### src/rtl/snap_timer_pkg.sv
package snap_timer_pkg;
  typedef enum logic [1:0] {
    SEL_NONE  = 2'd0,
    SEL_LO    = 2'd1,
    SEL_HI    = 2'd2,
    SEL_OTHER = 2'd3
  } rd_sel_e;
endpackage

### src/rtl/us_prescaler.sv
module us_prescaler #(
  parameter int DIV = 12
) (
  input  logic clk,
  input  logic rst_n,
  output logic tick
);
  localparam int PW = (DIV > 1) ? $clog2(DIV) : 1;
  localparam logic [PW-1:0] LAST = PW'(DIV - 1);

  logic [PW-1:0] pre_q, pre_d;

  always_comb begin
    tick  = (pre_q == LAST);
    pre_d = tick ? '0 : pre_q + 1'b1;
  end

  always_ff @(posedge clk or negedge rst_n) begin
    if (!rst_n) pre_q <= '0;
    else        pre_q <= pre_d;
  end

  assert_pre_range_R2: assert property (@(posedge clk) disable iff (!rst_n)
    pre_q <= LAST);
endmodule

### src/rtl/tick_counter.sv
module tick_counter #(
  parameter int W        = 12,
  parameter int FAST_LOG = 7,
  parameter int SLOW_LOG = 10
) (
  input  logic         clk,
  input  logic         rst_n,
  input  logic         tick,
  output logic [W-1:0] cnt,
  output logic         irq_fast,
  output logic         irq_slow
);
  logic [W-1:0] cnt_d;
  logic         fast_d, slow_d;

  always_comb begin
    cnt_d  = tick ? cnt + 1'b1 : cnt;
    fast_d = tick && (&cnt[FAST_LOG-1:0]);
    slow_d = tick && (&cnt[SLOW_LOG-1:0]);
  end

  always_ff @(posedge clk or negedge rst_n) begin
    if (!rst_n) begin
      cnt      <= '0;
      irq_fast <= 1'b0;
      irq_slow <= 1'b0;
    end else begin
      cnt      <= cnt_d;
      irq_fast <= fast_d;
      irq_slow <= slow_d;
    end
  end

  assert_step_R2: assert property (@(posedge clk) disable iff (!rst_n)
    tick |=> cnt == $past(cnt) + 1'b1);
  assert_hold_R2: assert property (@(posedge clk) disable iff (!rst_n)
    !tick |=> $stable(cnt));
  assert_fast_zero_R3: assert property (@(posedge clk) disable iff (!rst_n)
    irq_fast |-> cnt[FAST_LOG-1:0] == '0);
  assert_fast_single_R3: assert property (@(posedge clk) disable iff (!rst_n)
    irq_fast |=> !irq_fast);
  assert_slow_with_fast_R4: assert property (@(posedge clk) disable iff (!rst_n)
    irq_slow |-> irq_fast);
endmodule

### src/rtl/snap_readout.sv
module snap_readout
  import snap_timer_pkg::*;
#(
  parameter int          W       = 12,
  parameter int          AW      = 8,
  parameter logic [AW-1:0] LO_ADDR = 8'h24,
  parameter logic [AW-1:0] HI_ADDR = 8'h25
) (
  input  logic          clk,
  input  logic          rst_n,
  input  logic          rd_en,
  input  logic [AW-1:0] rd_addr,
  input  logic [W-1:0]  cnt,
  output logic [7:0]    rd_data
);
  localparam int HW = W - 8;

  rd_sel_e       sel;
  logic [HW-1:0] hold_q, hold_d;
  logic [7:0]    rd_d;

  always_comb begin
    if (!rd_en)                sel = SEL_NONE;
    else if (rd_addr == LO_ADDR) sel = SEL_LO;
    else if (rd_addr == HI_ADDR) sel = SEL_HI;
    else                       sel = SEL_OTHER;
  end

  always_comb begin
    hold_d = hold_q;
    rd_d   = rd_data;
    case (sel)
      SEL_LO: begin
        rd_d   = cnt[7:0];
        hold_d = cnt[W-1:8];
      end
      SEL_HI:    rd_d = {{(8-HW){1'b0}}, hold_q};
      SEL_OTHER: rd_d = 8'h00;
      default:   ;
    endcase
  end

  always_ff @(posedge clk or negedge rst_n) begin
    if (!rst_n) begin
      hold_q  <= '0;
      rd_data <= 8'h00;
    end else begin
      hold_q  <= hold_d;
      rd_data <= rd_d;
    end
  end

  assert_hold_kept_R8: assert property (@(posedge clk) disable iff (!rst_n)
    !(rd_en && rd_addr == LO_ADDR) |=> $stable(hold_q));
  assert_capture_R6: assert property (@(posedge clk) disable iff (!rst_n)
    (rd_en && rd_addr == LO_ADDR) |=> hold_q == $past(cnt[W-1:8]));
  assert_hi_pad_R7: assert property (@(posedge clk) disable iff (!rst_n)
    (rd_en && rd_addr == HI_ADDR) |=> rd_data[7:HW] == '0);
  assert_idle_keep_R10: assert property (@(posedge clk) disable iff (!rst_n)
    !rd_en |=> $stable(rd_data));
endmodule

### src/rtl/snap_timer.sv
module snap_timer #(
  parameter int CLKS_PER_US = 12,
  parameter int CNT_W       = 12,
  parameter int FAST_LOG    = 7,
  parameter int SLOW_LOG    = 10,
  parameter int ADDR_W      = 8,
  parameter logic [ADDR_W-1:0] LO_ADDR = 8'h24,
  parameter logic [ADDR_W-1:0] HI_ADDR = 8'h25
) (
  input  logic              clk,
  input  logic              rst_n,
  input  logic              rd_en,
  input  logic [ADDR_W-1:0] rd_addr,
  output logic [7:0]        rd_data,
  output logic              irq_128us,
  output logic              irq_1024us
);
  logic             tick;
  logic [CNT_W-1:0] cnt;

  us_prescaler #(.DIV(CLKS_PER_US)) u_pre (
    .clk  (clk),
    .rst_n(rst_n),
    .tick (tick)
  );

  tick_counter #(.W(CNT_W), .FAST_LOG(FAST_LOG), .SLOW_LOG(SLOW_LOG)) u_cnt (
    .clk     (clk),
    .rst_n   (rst_n),
    .tick    (tick),
    .cnt     (cnt),
    .irq_fast(irq_128us),
    .irq_slow(irq_1024us)
  );

  snap_readout #(.W(CNT_W), .AW(ADDR_W), .LO_ADDR(LO_ADDR), .HI_ADDR(HI_ADDR)) u_rd (
    .clk    (clk),
    .rst_n  (rst_n),
    .rd_en  (rd_en),
    .rd_addr(rd_addr),
    .cnt    (cnt),
    .rd_data(rd_data)
  );

  assert_reset_quiet_R1: assert property (@(posedge clk) disable iff (!rst_n)
    $rose(rst_n) |-> (rd_data == 8'h00 && !irq_128us && !irq_1024us));
endmodule

### config.mk
export PLATFORM = sky130hd
export DESIGN_NAME = snap_timer
export DESIGN_NICKNAME = d
export VERILOG_FILES = /design/src/rtl/snap_timer_pkg.sv /design/src/rtl/us_prescaler.sv /design/src/rtl/tick_counter.sv /design/src/rtl/snap_readout.sv /design/src/rtl/snap_timer.sv
export SDC_FILE = /design/constraint.sdc
export NUM_CORES = 1
export LEC_CHECK = 0
export ABC_CLOCK_PERIOD_IN_PS = 1590
export BUFFER_PORTS_ARGS = -buffer_cell sky130_fd_sc_hd__buf_2
export CAP_MARGIN = 10
export CORE_ASPECT_RATIO = 1.2
export CORE_UTILIZATION = 35
export DETAILED_ROUTE_END_ITERATION = 10
export GPL_ROUTABILITY_DRIVEN = 0
export SYNTH_ARGS = -nofsm -noshare
export SYNTH_HDL_FRONTEND = slang
export SYNTH_SLANG_ARGS = --single-unit
### constraint.sdc
create_clock -name clk -period 1.59 [get_ports clk]
set_input_delay 0.0795 -clock clk [delete_from_list [all_inputs] [get_ports clk]]
set_output_delay 0.0795 -clock clk [all_outputs]
set_load 0.03 [all_outputs]
* Yosys cells after proc, flatten, opt, wreduce, memory -nomap -nowiden *
Index checks and enable logic that the tools add are counted.

operators by class
  mux-type cells = 5
  add/sub/neg operators = 2
  reductions and logical operators = 5
  equality and inequality tests = 6

operators with widths
  kind                                                             number
  8-bit one-hot mux with 3 select lines                            1
  8-bit by 6-bit == test with 1-bit output, second input constant  2
  12-bit by 1-bit adder with 12-bit output, second input constant  1
  10-bit AND reduction                                             1
  7-bit AND reduction                                              1
  4-bit by 1-bit adder with 4-bit output, second input constant    1
  2-bit == test, second input constant                             2
  4-bit == test, second input constant                             1
  2-bit 2-to-1 mux                                                 2
  4-bit 2-to-1 mux                                                 1
  3-bit nonzero test                                               1
  2-bit by 1-bit == test with 1-bit output, second input constant  1
  1-bit logical AND                                                2
  1-bit 2-to-1 mux                                                 1

word-level totals
  input port bits = 11
  output and inout port bits = 10
  register bits after elaboration = 30
  logic and storage cells = 24

* Logic depth before layout (Yosys ltp) *
Gate-level depths: netlist of run 1.

  depth in word-level cells = 6
  gate-level depth with buffers = 4
  mapped depth without buffers = 4

* Modules after synthesis *
From an unflattened synthesis of run 1, not the netlist that was laid out.

second synthesis, totals
  cells, all modules = 112
  area, all modules = 1,353.8 µm²

by module, submodules not included
  module        area each (µm²)  seq. area each (µm²)  cells an instance  instances
  tick_counter  606.8            350.3                 46                 1
  snap_readout  573.0            300.3                 52                 1
  us_prescaler  173.9            100.1                 14                 1

* Least setup slack after synthesis of run 1 *
OpenSTA, ideal clock, no wires.

  kind = reg-to-reg
  from = register u_pre.pre_q[0]
  to = register u_cnt.cnt[10]
  required time = 1.511 ns
  setup time = 0.079 ns
  period minus slack after synthesis = 1.335 ns
  buffers on the path = 0
  setup slack = 0.255 ns
  data arrival time = 1.256 ns
  stages on the path, launching flop included = 5
  cell sequence = dfrtp_1 -> ha_1 -> nand4b_4 -> nor4_4 -> xor2_1

on the way
  word-level cells in the longest chain between the ends = 1

RTL lines
  item                    RTL line            RTL
  start, declared         us_prescaler.sv:11  logic [PW-1:0] pre_q, pre_d;
  start signal, assigned  us_prescaler.sv:20  else pre_q <= pre_d;
  4-bit == test           us_prescaler.sv:14  tick = (pre_q == LAST);
  end signal, assigned    tick_counter.sv:28  cnt <= cnt_d;
  end, declared           tick_counter.sv:9   output logic [W-1:0] cnt,

Every way passes these cells.
A chain may end at the register's enable or synchronous reset.

* Final worst setup path of run 1 *
Ends and elaborated chain as after synthesis.

==> results of run 1 <==
[kinds of logic after synthesis]
logic type      synth area share (%)
simple gates                    21.2
fa+ha+maj                       1.82
buf+inv                         3.27
xor+xnor                        7.64
flops                           54.5
mux                             7.36
compound gates                  4.18
[final cells by class]
type | instances | area (um^2) | share of cell area (%)
clock buffers | 7 | 86.3 | 5.28
clock inverters | 1 | 5.00 | 0.306
inverters | 10 | 37.5 | 2.30
multi-input cells | 75 | 581 | 35.5
flip-flops and latches | 30 | 751 | 45.9
well taps | 52 | 65.1 | 3.98
repair buffers | 21 | 110 | 6.73
[worst max-delay path, cell delays in order, from the launching register on]
cell,delay [ns]
dfrtp_1,0.36
ha_1,0.30
nand4b_4,0.20
nor4_4,0.34
xor2_1,0.17
[worst paths after layout]
| check | slack (ns) | startpoint | endpoint | depth (start not counted) |
|---|---|---|---|---|
| min in group asynchronous | 0.36 | rst_n | u_cnt.cnt[2]$_DFFE_PN0P_ | 2 |
| max in group asynchronous | 0.81 | rst_n | u_rd.rd_data[7]$_DFFE_PN0P_ | 2 |
| setup / recovery | 0.15 | u_pre.pre_q[0]$_DFF_PN0_ | u_cnt.cnt[10]$_DFFE_PN0P_ | 4 |
| hold reg to reg | 0.46 | u_pre.pre_q[0]$_DFF_PN0_ | u_pre.pre_q[0]$_DFF_PN0_ | 1 |
| setup reg to reg | 0.15 | u_pre.pre_q[0]$_DFF_PN0_ | u_cnt.cnt[10]$_DFFE_PN0P_ | 4 |
| hold / removal | 0.17 | rd_en | u_rd.rd_data[0]$_DFFE_PN0P_ | 3 |
[metrics by stage]
step | setup WS [ns] | cell area (um^2) | util (%) | power [mW] | std cells
floorplan | 0.255 | 1380 | - | 0.791 | 117
global placement | 0.200 | 1530 | 41.5 | 0.820 | 187
detailed placement | 0.144 | 1530 | 41.5 | 0.820 | 187
CTS | 0.128 | 1640 | 44.3 | 1.45 | 196
global route | 0.0270 | 1640 | 44.3 | 1.48 | 196
finish | 0.148 | 1640 | 44.3 | 1.43 | 196
[synth_stat cells, drive strengths merged]
cell type  count
nor2           3
nand4b         2
xor2           6
nor4           5
clkbuf         2
dfrtp         30
nand3          3
nand3b         1
nor3           5
a21o           1
o22ai          8
and3b          1
and4bb         1
mux2           9
ha             2
nor3b          1
inv           10
nand2         18
xnor2          6
nand4          3
[registers in the layout, indices dropped and copies added (netlist names)]
name and flops:
u_cnt.cnt 12, u_rd.rd_data 8, u_rd.hold_q 4, u_cnt.irq_slow 1, u_pre.pre_q 4, u_cnt.irq_fast 1
[cell usage in the layout, fill, tap and decap left out, types with 5 or more instances in the layout]
master / count
nand2_1: 17
inv_1: 10
xor2_1: 6
clkbuf_8: 6
mux2_2: 9
xnor2_1: 6
buf_2: 20
dfrtp_1: 30
o22ai_1: 8
nor3_1: 5
[power groups by stage]
stage               Clock (mW)  Sequential (mW)  Combinational [mW]
global placement             0            0.778              0.0419
finish                   0.620            0.764              0.0427
floorplan                    0            0.778              0.0126
CTS                      0.644            0.764              0.0447
global route             0.666            0.763              0.0505
detailed placement           0            0.778              0.0426
[layer usage]
| layer | global-route usage [%] | vias to the layer above |
|---|---|---|
| met5 | 0 | - |
| met4 | 7.94 | 0 |
| met3 | 4.94 | 7 |
| met2 | 20.5 | 26 |
| met1 | 14.8 | 414 |
| li1 | - | 456 |
==> metrics.txt, run 1 <==
Routed Antenna Nets=0; largest net degree at the start of global routing=31; CTS-repair resized insts=0; achievable frequency=about 690 MHz; total number of yosys warnings=0; min-delay worst type=in -> reg; register area share after synthesis=54.5%; RSZ-0062 raised after global routing=no; Top Layer Used=met4; GRT Overall Usage=between 10% and 20%; antenna fix cells=0; post-DP HPWL=about 1.6 mm; die width=slightly below 60 um; critical path required time=1.79 ns; detailed-router iteration count before antenna repair=4; worst slew pin tran=0.643 ns; Peak VDD IR=roughly 0.33 mV; Mapped Cells=approximately 120; status=finished, final reports clean; Worst Setup Start Kind=flop; Fillers=between 300 and 400; initial antenna violation count=0; share of post-route cells with drive strength above 1=between 30% and 40%; Post-CTS Setup Bufs=0; Congestion Overflow GR=0; DIE AREA=4190 um^2; routed length on met1=roughly 1.0 mm; CTS tree=done; met2 wire len=roughly 1.1 mm; area grow syn2layout=18.8%; P_sw=~300 uW; initial DRC count=28; largest cells by area after synthesis=dfrtp_1 55%, mux2_2 7.4%, nand2_1 4.6%; PortBufs=20; final setup vio count=0; MaxCap Viol Count=0; Worst-Skew Late Latency=between 0.2 and 0.3 ns; Hold Vio Cnt, Final=0; Critical Path Fanout Max=6; clock group share of total power=between 40% and 50%; CTS Buf Count=5; Setup crit end kind=flop; WL met3=approximately 130 um; Die H=roughly 70 um; CTS hold repair buffers=1; Relative slew margins=a little under three fifths; Post-Syn Area=approximately 1400 um^2; Setup CP Type=reg -> reg; Sequential Power Share=about 54%; Worst Skew=slightly below 0.004 ns; synth unique cells=25; Leak=slightly below 0.8 nW; vias in the first global route=around 930; Core Rows=24; Bufs on Longest Clock Path=2; crit share post-route=between 90% and 100%; Ports=21; DRC errors left=0; Mean Syn Cell Area=~12 um^2; Worst Hold Slack=~0.17 ns; H-Tree Depth=2; Vias=around 900; top cell type's share of synthesized area=54.5%; Starting Density=roughly 37%; WP data arrival=around 1.6 ns; PD cells=roughly 870 nW/um^2; switching share of power=20.9%; post-synthesis register bit count=30; Routed wire per std cell=11.5 um; Cell Int Power=1.13 mW; Comb pwr share=3.0%; final slew viol count=0; clk sinks=30; WL final=approximately 2.3 mm; CTS root buf=clkbuf_8; largest area contributor in the netlist=dfrtp_1; Setup Total Neg Slack=0 ns; Vias/cell=4.61; minimum clock period=1.44 ns; Core Area=roughly 3700 um^2; CTS clk-pin slew, worst paths=0.06 ns; Nets=156; Synthesized Nets=130; first-pass GRT wire length=4.00 mm
(Power assumes the default switching activity.)
==> run 2, diff against run 1 <==
Settings changed: CORE_UTILIZATION 35 to 55, PLACE_DENSITY set to 0.78.
==> run 2 against run 1 <==
Worst hold slack got worse by 0.061 ns. Sequential share of layout area up 1.6 points. Sequential power is essentially flat. Final cell count is 11% lower. Count of clock-buffer cells in the layout is the same. Highest routed layer unchanged.
==> metrics.txt, run 2 (synthesis results as in run 1) <==
status=finished, final reports clean; Bufs on Longest Clock Path=2; Vias/cell=5.30; MaxCap Viol Count=0; PD cells=slightly above 800 nW/um^2; Setup CP Type=reg -> reg; Critical Path Fanout Max=6; achievable frequency=between 700 and 800 MHz; Worst-Skew Late Latency=between 0.3 and 0.4 ns; RSZ-0062 raised after global routing=no; post-DP HPWL=approximately 1.7 mm; most frequent cells in the layout=30 x dfrtp_1, 20 x buf_2, 17 x nand2_1; critical path required time=1.85 ns; Routed wire per std cell=13.1 um; Peak VDD IR=around 0.57 mV; Starting Density=59.1%; Hold Vio Cnt, Final=0; Congestion Overflow GR=0; Setup Total Neg Slack=0 ns; detailed-router iteration count before antenna repair=4; H-Tree Depth=2; CTS root buf=clkbuf_4; largest net degree at the start of global routing=31; Vias=927; WP data arrival=approximately 1.7 ns; final setup vio count=0; Core Area=2330 um^2; sequence of cells on the critical path=ha_2 > nand4b_4 > nor4_4 > xor2_1; crit share post-route=~88%; area of the multi-input gates=slightly below 600 um^2; placed instance area=~1500 um^2; GRT Overall Usage=20.7%; first-pass GRT wire length=~3.8 mm; design area=1580 um^2; Fillers=slightly below 200; Die H=~57 um; Worst Hold Slack=0.108 ns; worst slew pin tran=roughly 0.63 ns; Worst Setup Start Kind=flop; Core Rows=19; CP max-delay cell=dfrtp_1; Leak=~0.76 nW; Nets=156; max reg flops=12; commonest non-fill, non-tap cell in the layout=dfrtp_1; CTS Buf Count=5; CTS tree=done; Cells after DPL=about 170; die width=between 40 and 50 um; final slew viol count=0; DIE AREA=roughly 2700 um^2; share of post-route cells with drive strength above 1=between 30% and 40%; Setup crit end kind=flop; area occupied by registers=approximately 750 um^2; WL final=2.29 mm; Routed Antenna Nets=0; Worst Skew=roughly 0.0079 ns; initial DRC count=12; DRC errors left=0; Ports=21; vias in the first global route=~870; clk sinks=30; initial antenna violation count=0; Worst path max stage delay=approximately 0.38 ns; Relative slew margins=approximately 58%; area grow syn2layout=14.8%; Finished Layout Cells=175; Regs by FF count=u_cnt.cnt x12, u_rd.rd_data x8; min-delay worst type=in -> reg; CTS clk-pin slew, worst paths=0.09 ns; largest register by flop count=u_cnt.cnt; minimum clock period=1.40 ns; antenna fix cells=0; PortBufs=20; Total Power=1.28 mW
[run 2: cell counts in the layout (fill, tap and decap cells not counted)]
No cell type changed its count.
[run 2: layout make-up]
class	instances	area share, %
inverters	10	2.38
clock buffers	7	3.48
clock inverters	1	0.317
multi-input cells	75	36.9
repair buffers	21	6.97
flip-flops and latches	30	47.5
well taps	31	2.45
[run 2: repair_timing]
action                     CTS  global route
setup buffers                0             0
hold endpoints to repair    30             0
gates resized for setup      0             1
hold buffers                 1             0
setup endpoints to repair    0             1
[run 2: path summary, 6_finish.rpt]
check	start	end	slack [ns]	cells past startpoint
min	rd_en	u_rd.rd_data[3]$_DFFE_PN0P_	0.11	3
max	u_pre.pre_q[0]$_DFF_PN0_	u_cnt.cnt[10]$_DFFE_PN0P_	0.19	4
max in group asynchronous	rst_n	u_pre.pre_q[1]$_DFF_PN0_	0.89	2
min reg2reg	u_pre.pre_q[0]$_DFF_PN0_	u_pre.pre_q[0]$_DFF_PN0_	0.47	1
min in group asynchronous	rst_n	u_rd.rd_data[3]$_DFFE_PN0P_	0.29	2
max reg2reg	u_pre.pre_q[0]$_DFF_PN0_	u_cnt.cnt[10]$_DFFE_PN0P_	0.19	4
[run 2: power by group]
group / total, mW / switching [mW] / internal (mW)
Clock: 0.471 / 0.258 / 0.214
Sequential: 0.762 / 0.0000712 / 0.762
Combinational: 0.0425 / 0.0269 / 0.0156
[run 2: routing by layer]
layer  vias up  GRT usage (%)  wire, um
met5         -              0         0
met4         0           9.52        59
met3         6           7.72       104
met2        24           32.9      1140
met1       440           23.8       985
li1        457              -         -
[run 2: critical path, delay by kind of cell, from the launching register on]
kind | cells | cell delay (ns)
flip-flops | 1 | 0.38
AND/OR/NAND/NOR | 2 | 0.51
XOR/XNOR | 1 | 0.18
adder cells (fa/ha/maj) | 1 | 0.26
[run 2: through the flow]
step | setup WS (ns) | utilization (%)
floorplan | 0.255 | -
global route | 0.0672 | 67.8
finish | 0.193 | 67.8
global placement | 0.213 | 64.7
CTS | 0.0998 | 67.7
detailed placement | 0.123 | 64.7
==> run 3, diff against run 2 <==
Settings changed: CORE_UTILIZATION 55 to 54, PLACE_DENSITY 0.78 to 0.76, SYNTH_HIERARCHICAL set to 1.
==> run 3 against run 2 <==
Critical path depth increased by 2. Clock power decreased by 2%. Setup slack got worse by 0.077 ns. Area after synthesis decreased by 1.6%. Total power decreased by 0.32%. Global-route usage decreased by 0.17 points. Largest power group unchanged. Highest routed layer unchanged.
==> metrics.txt, run 3 <==
min-delay worst type=in -> reg; Vias=about 900; WP data arrival=1.72 ns; Mean Syn Cell Area=~12 um^2; Synthesized Nets=125; Congestion Overflow GR=0; largest cells by area after synthesis=dfrtp_1 55%, mux2_2 4.2%, xnor2_1 3.9%; Vias/cell=5.33; Core Rows=19; register area share after synthesis=55.5%; Nets=~150; first-pass GRT wire length=3.82 mm; Critical R2R Launch=u_pre/pre_q[0]$_DFF_PN0_; hold path start=rd_en; final slew viol count=0; RSZ-0062 raised after global routing=no; CTS tree=done; Ports=21; antenna fix cells=0; EDFF count, synth=0; Worst Skew=about 0.0085 ns; detailed-router iteration count before antenna repair=4; clk sinks=30; Worst path max stage delay=between 0.3 and 0.4 ns; DRC errors left=0; synth unique cells=29; Regs by FF count=u_cnt/cnt x12, u_rd/rd_data x8; Setup CP Type=reg -> reg; CP Buf/Inv Count=0; Place WS=-0.00379 ns; Core Area=between 2000 and 2500 um^2; CTS Buf Count=5; Hold Vio Cnt, Final=0; top cell type's share of synthesized area=a little under three fifths; worst reg2reg path endpoint=u_cnt/cnt[10]$_DFFE_PN0P_; WL final=between 2 and 2.5 mm; Routed Antenna Nets=0; largest register by flop count=u_cnt/cnt; Critical Path Fanout Max=5; PD cells=slightly above 800 nW/um^2; critical path startpoint=u_pre/pre_q[0]$_DFF_PN0_; worst slew pin tran=approximately 0.64 ns; Relative slew margins=a little under three fifths; Mapped Cells=~110; CTS root buf=clkbuf_4; delay-heaviest family, CP=simple AND/OR/NAND/NOR gates; GRT Overall Usage=between 20 and 25%; Cells after DPL=162; asr flop ratio synth=100%; Routed wire per std cell=13.4 um; final setup vio count=0; Finished Layout Cells=approximately 170; Worst Hold Depth=3; Bufs on Longest Clock Path=2; area grow syn2layout=16.1%; Leak=approximately 0.76 nW; Final WS setup=approximately 0.12 ns; crit share post-route=~93%; most frequent cells in the layout=30 x dfrtp_1, 20 x buf_2, 12 x nand2_1; H-Tree Depth=2; status=finished, final reports clean; total number of yosys warnings=6; sequence of cells on the critical path=ha_2 > nand2b_4 > nor2_4 > nand4_4 > nor3_4 > xor2_1; area occupied by registers=751 um^2; largest area contributor in the netlist=dfrtp_1; vias in the first global route=roughly 900; initial DRC count=16; area of the multi-input gates=between 500 and 600 um^2; prevailing post-synth register cell=dfrtp_1; commonest non-fill, non-tap cell in the layout=dfrtp_1; Worst Setup Start Kind=flop; Total Power=1.27 mW; max reg flops=12; critical path required time=1.84 ns; Fillers=slightly below 200; Peak VDD IR=roughly 0.78 mV; Post-Syn Area=~1400 um^2; largest net degree at the start of global routing=31; CP max-delay cell=dfrtp_1; MaxCap Viol Count=0; achievable frequency=678 MHz; Starting Density=approximately three fifths; Commonest cells post-synth=30 x dfrtp_1, 12 x nand2_1, 10 x inv_1; die width=47.7 um; Worst-Skew Late Latency=~0.33 ns; count leader, synth=dfrtp_1; share of post-route cells with drive strength above 1=between 30% and 40%; initial antenna violation count=0; R2R depth=6; r2r setup slk=around 0.12 ns; CTS clk-pin slew, worst paths=about 0.090 ns; post-DP HPWL=about 1.6 mm; Worst Hold Path EP=u_rd/rd_data[6]$_DFFE_PN0P_; minimum clock period=between 1 and 1.5 ns; Die H=56.9 um; DIE AREA=2710 um^2; Setup crit end kind=flop; PortBufs=20; Setup Total Neg Slack=0 ns; post-synthesis register bit count=30
[run 3: cell count changes after synthesis, moves of 2 or more]
| cell | delta |
|---|---|
| nor4_2 | -3 |
| nor3_1 | -5 |
| mux2_1 | +4 |
| nor2_2 | +2 |
| mux2_2 | -4 |
| nand2_1 | -5 |
| and4_1 | +2 |
| nand3_2 | +2 |
| o21ai_1 | +2 |
| nand3_1 | +3 |
[run 3: how the worst max path moves through the flow]
stage                                           end  slack, ns  depth (start not counted)
final                     u_cnt/cnt[10]$_DFFE_PN0P_       0.12                          6
after global routing       u_cnt/cnt[9]$_DFFE_PN0P_       0.02                          6
after CTS                  u_cnt/cnt[9]$_DFFE_PN0P_       0.06                          6
after detailed placement   u_cnt/cnt[9]$_DFFE_PN0P_     -0.004                          6
after global placement     u_cnt/cnt[9]$_DFFE_PN0P_       0.08                          6
after floorplan            u_cnt/cnt[9]$_DFFE_PN0P_      0.007                          7
[run 3: worst reg2reg max path: stages, from the launching register on]
cell	delay, ns
dfrtp_1	0.37
ha_2	0.22
nand2b_4	0.08
nor2_4	0.15
nand4_4	0.18
nor3_4	0.26
xor2_1	0.15
[run 3: logic make-up after synthesis]
group / share of synthesized area [%]
adder cells (fa/ha/maj): 1.85
AND/OR/NAND/NOR: 19.7
XOR/XNOR: 7.12
buffers and inverters: 3.97
flip-flops: 55.5
multiplexers: 7.49
AO/OA/AOI/OAI: 4.44
[run 3: cell type report]
cell class / count / area share (%)
inverters: 10 / 2.39
repair buffers: 23 / 7.96
clock inverters: 1 / 0.318
flip-flops and latches: 30 / 47.8
multi-input cells: 69 / 35.6
well taps: 31 / 2.47
clock buffers: 7 / 3.50
[run 3: what timing repair did]
action                                 in CTS  in global routing
hold buffers                                1                  0
buffers inserted                            0                  0
setup endpoints to repair                   2                  5
endpoints found under the hold margin      30                  0
gates resized for setup                     2                  2
[run 3: stage by stage]
stage               area, um^2  utilization (%)  hold slack (ns)
finish                    1570             67.5            0.127
CTS                       1570             67.3            0.110
global placement          1490             64.0            0.132
global route              1570             67.5            0.133
floorplan                 1350                -           -0.216
detailed placement        1490             64.0            0.135
[run 3: per-layer routing]
| metal | GRT usage (%) | up-vias | share of wire, % |
|---|---|---|---|
| met1 | 20.9 | 441 | 41 |
| met3 | 9.32 | 5 | 6.2 |
| met5 | 0 | - | 0 |
| met4 | 8.73 | 0 | 1.9 |
| li1 | - | 438 | - |
| met2 | 34.2 | 27 | 51 |
[run 3: power by group]
part	switching [mW]	internal, mW
logic	0.0310	0.0176
clock network	0.247	0.214
registers	0.0000733	0.762
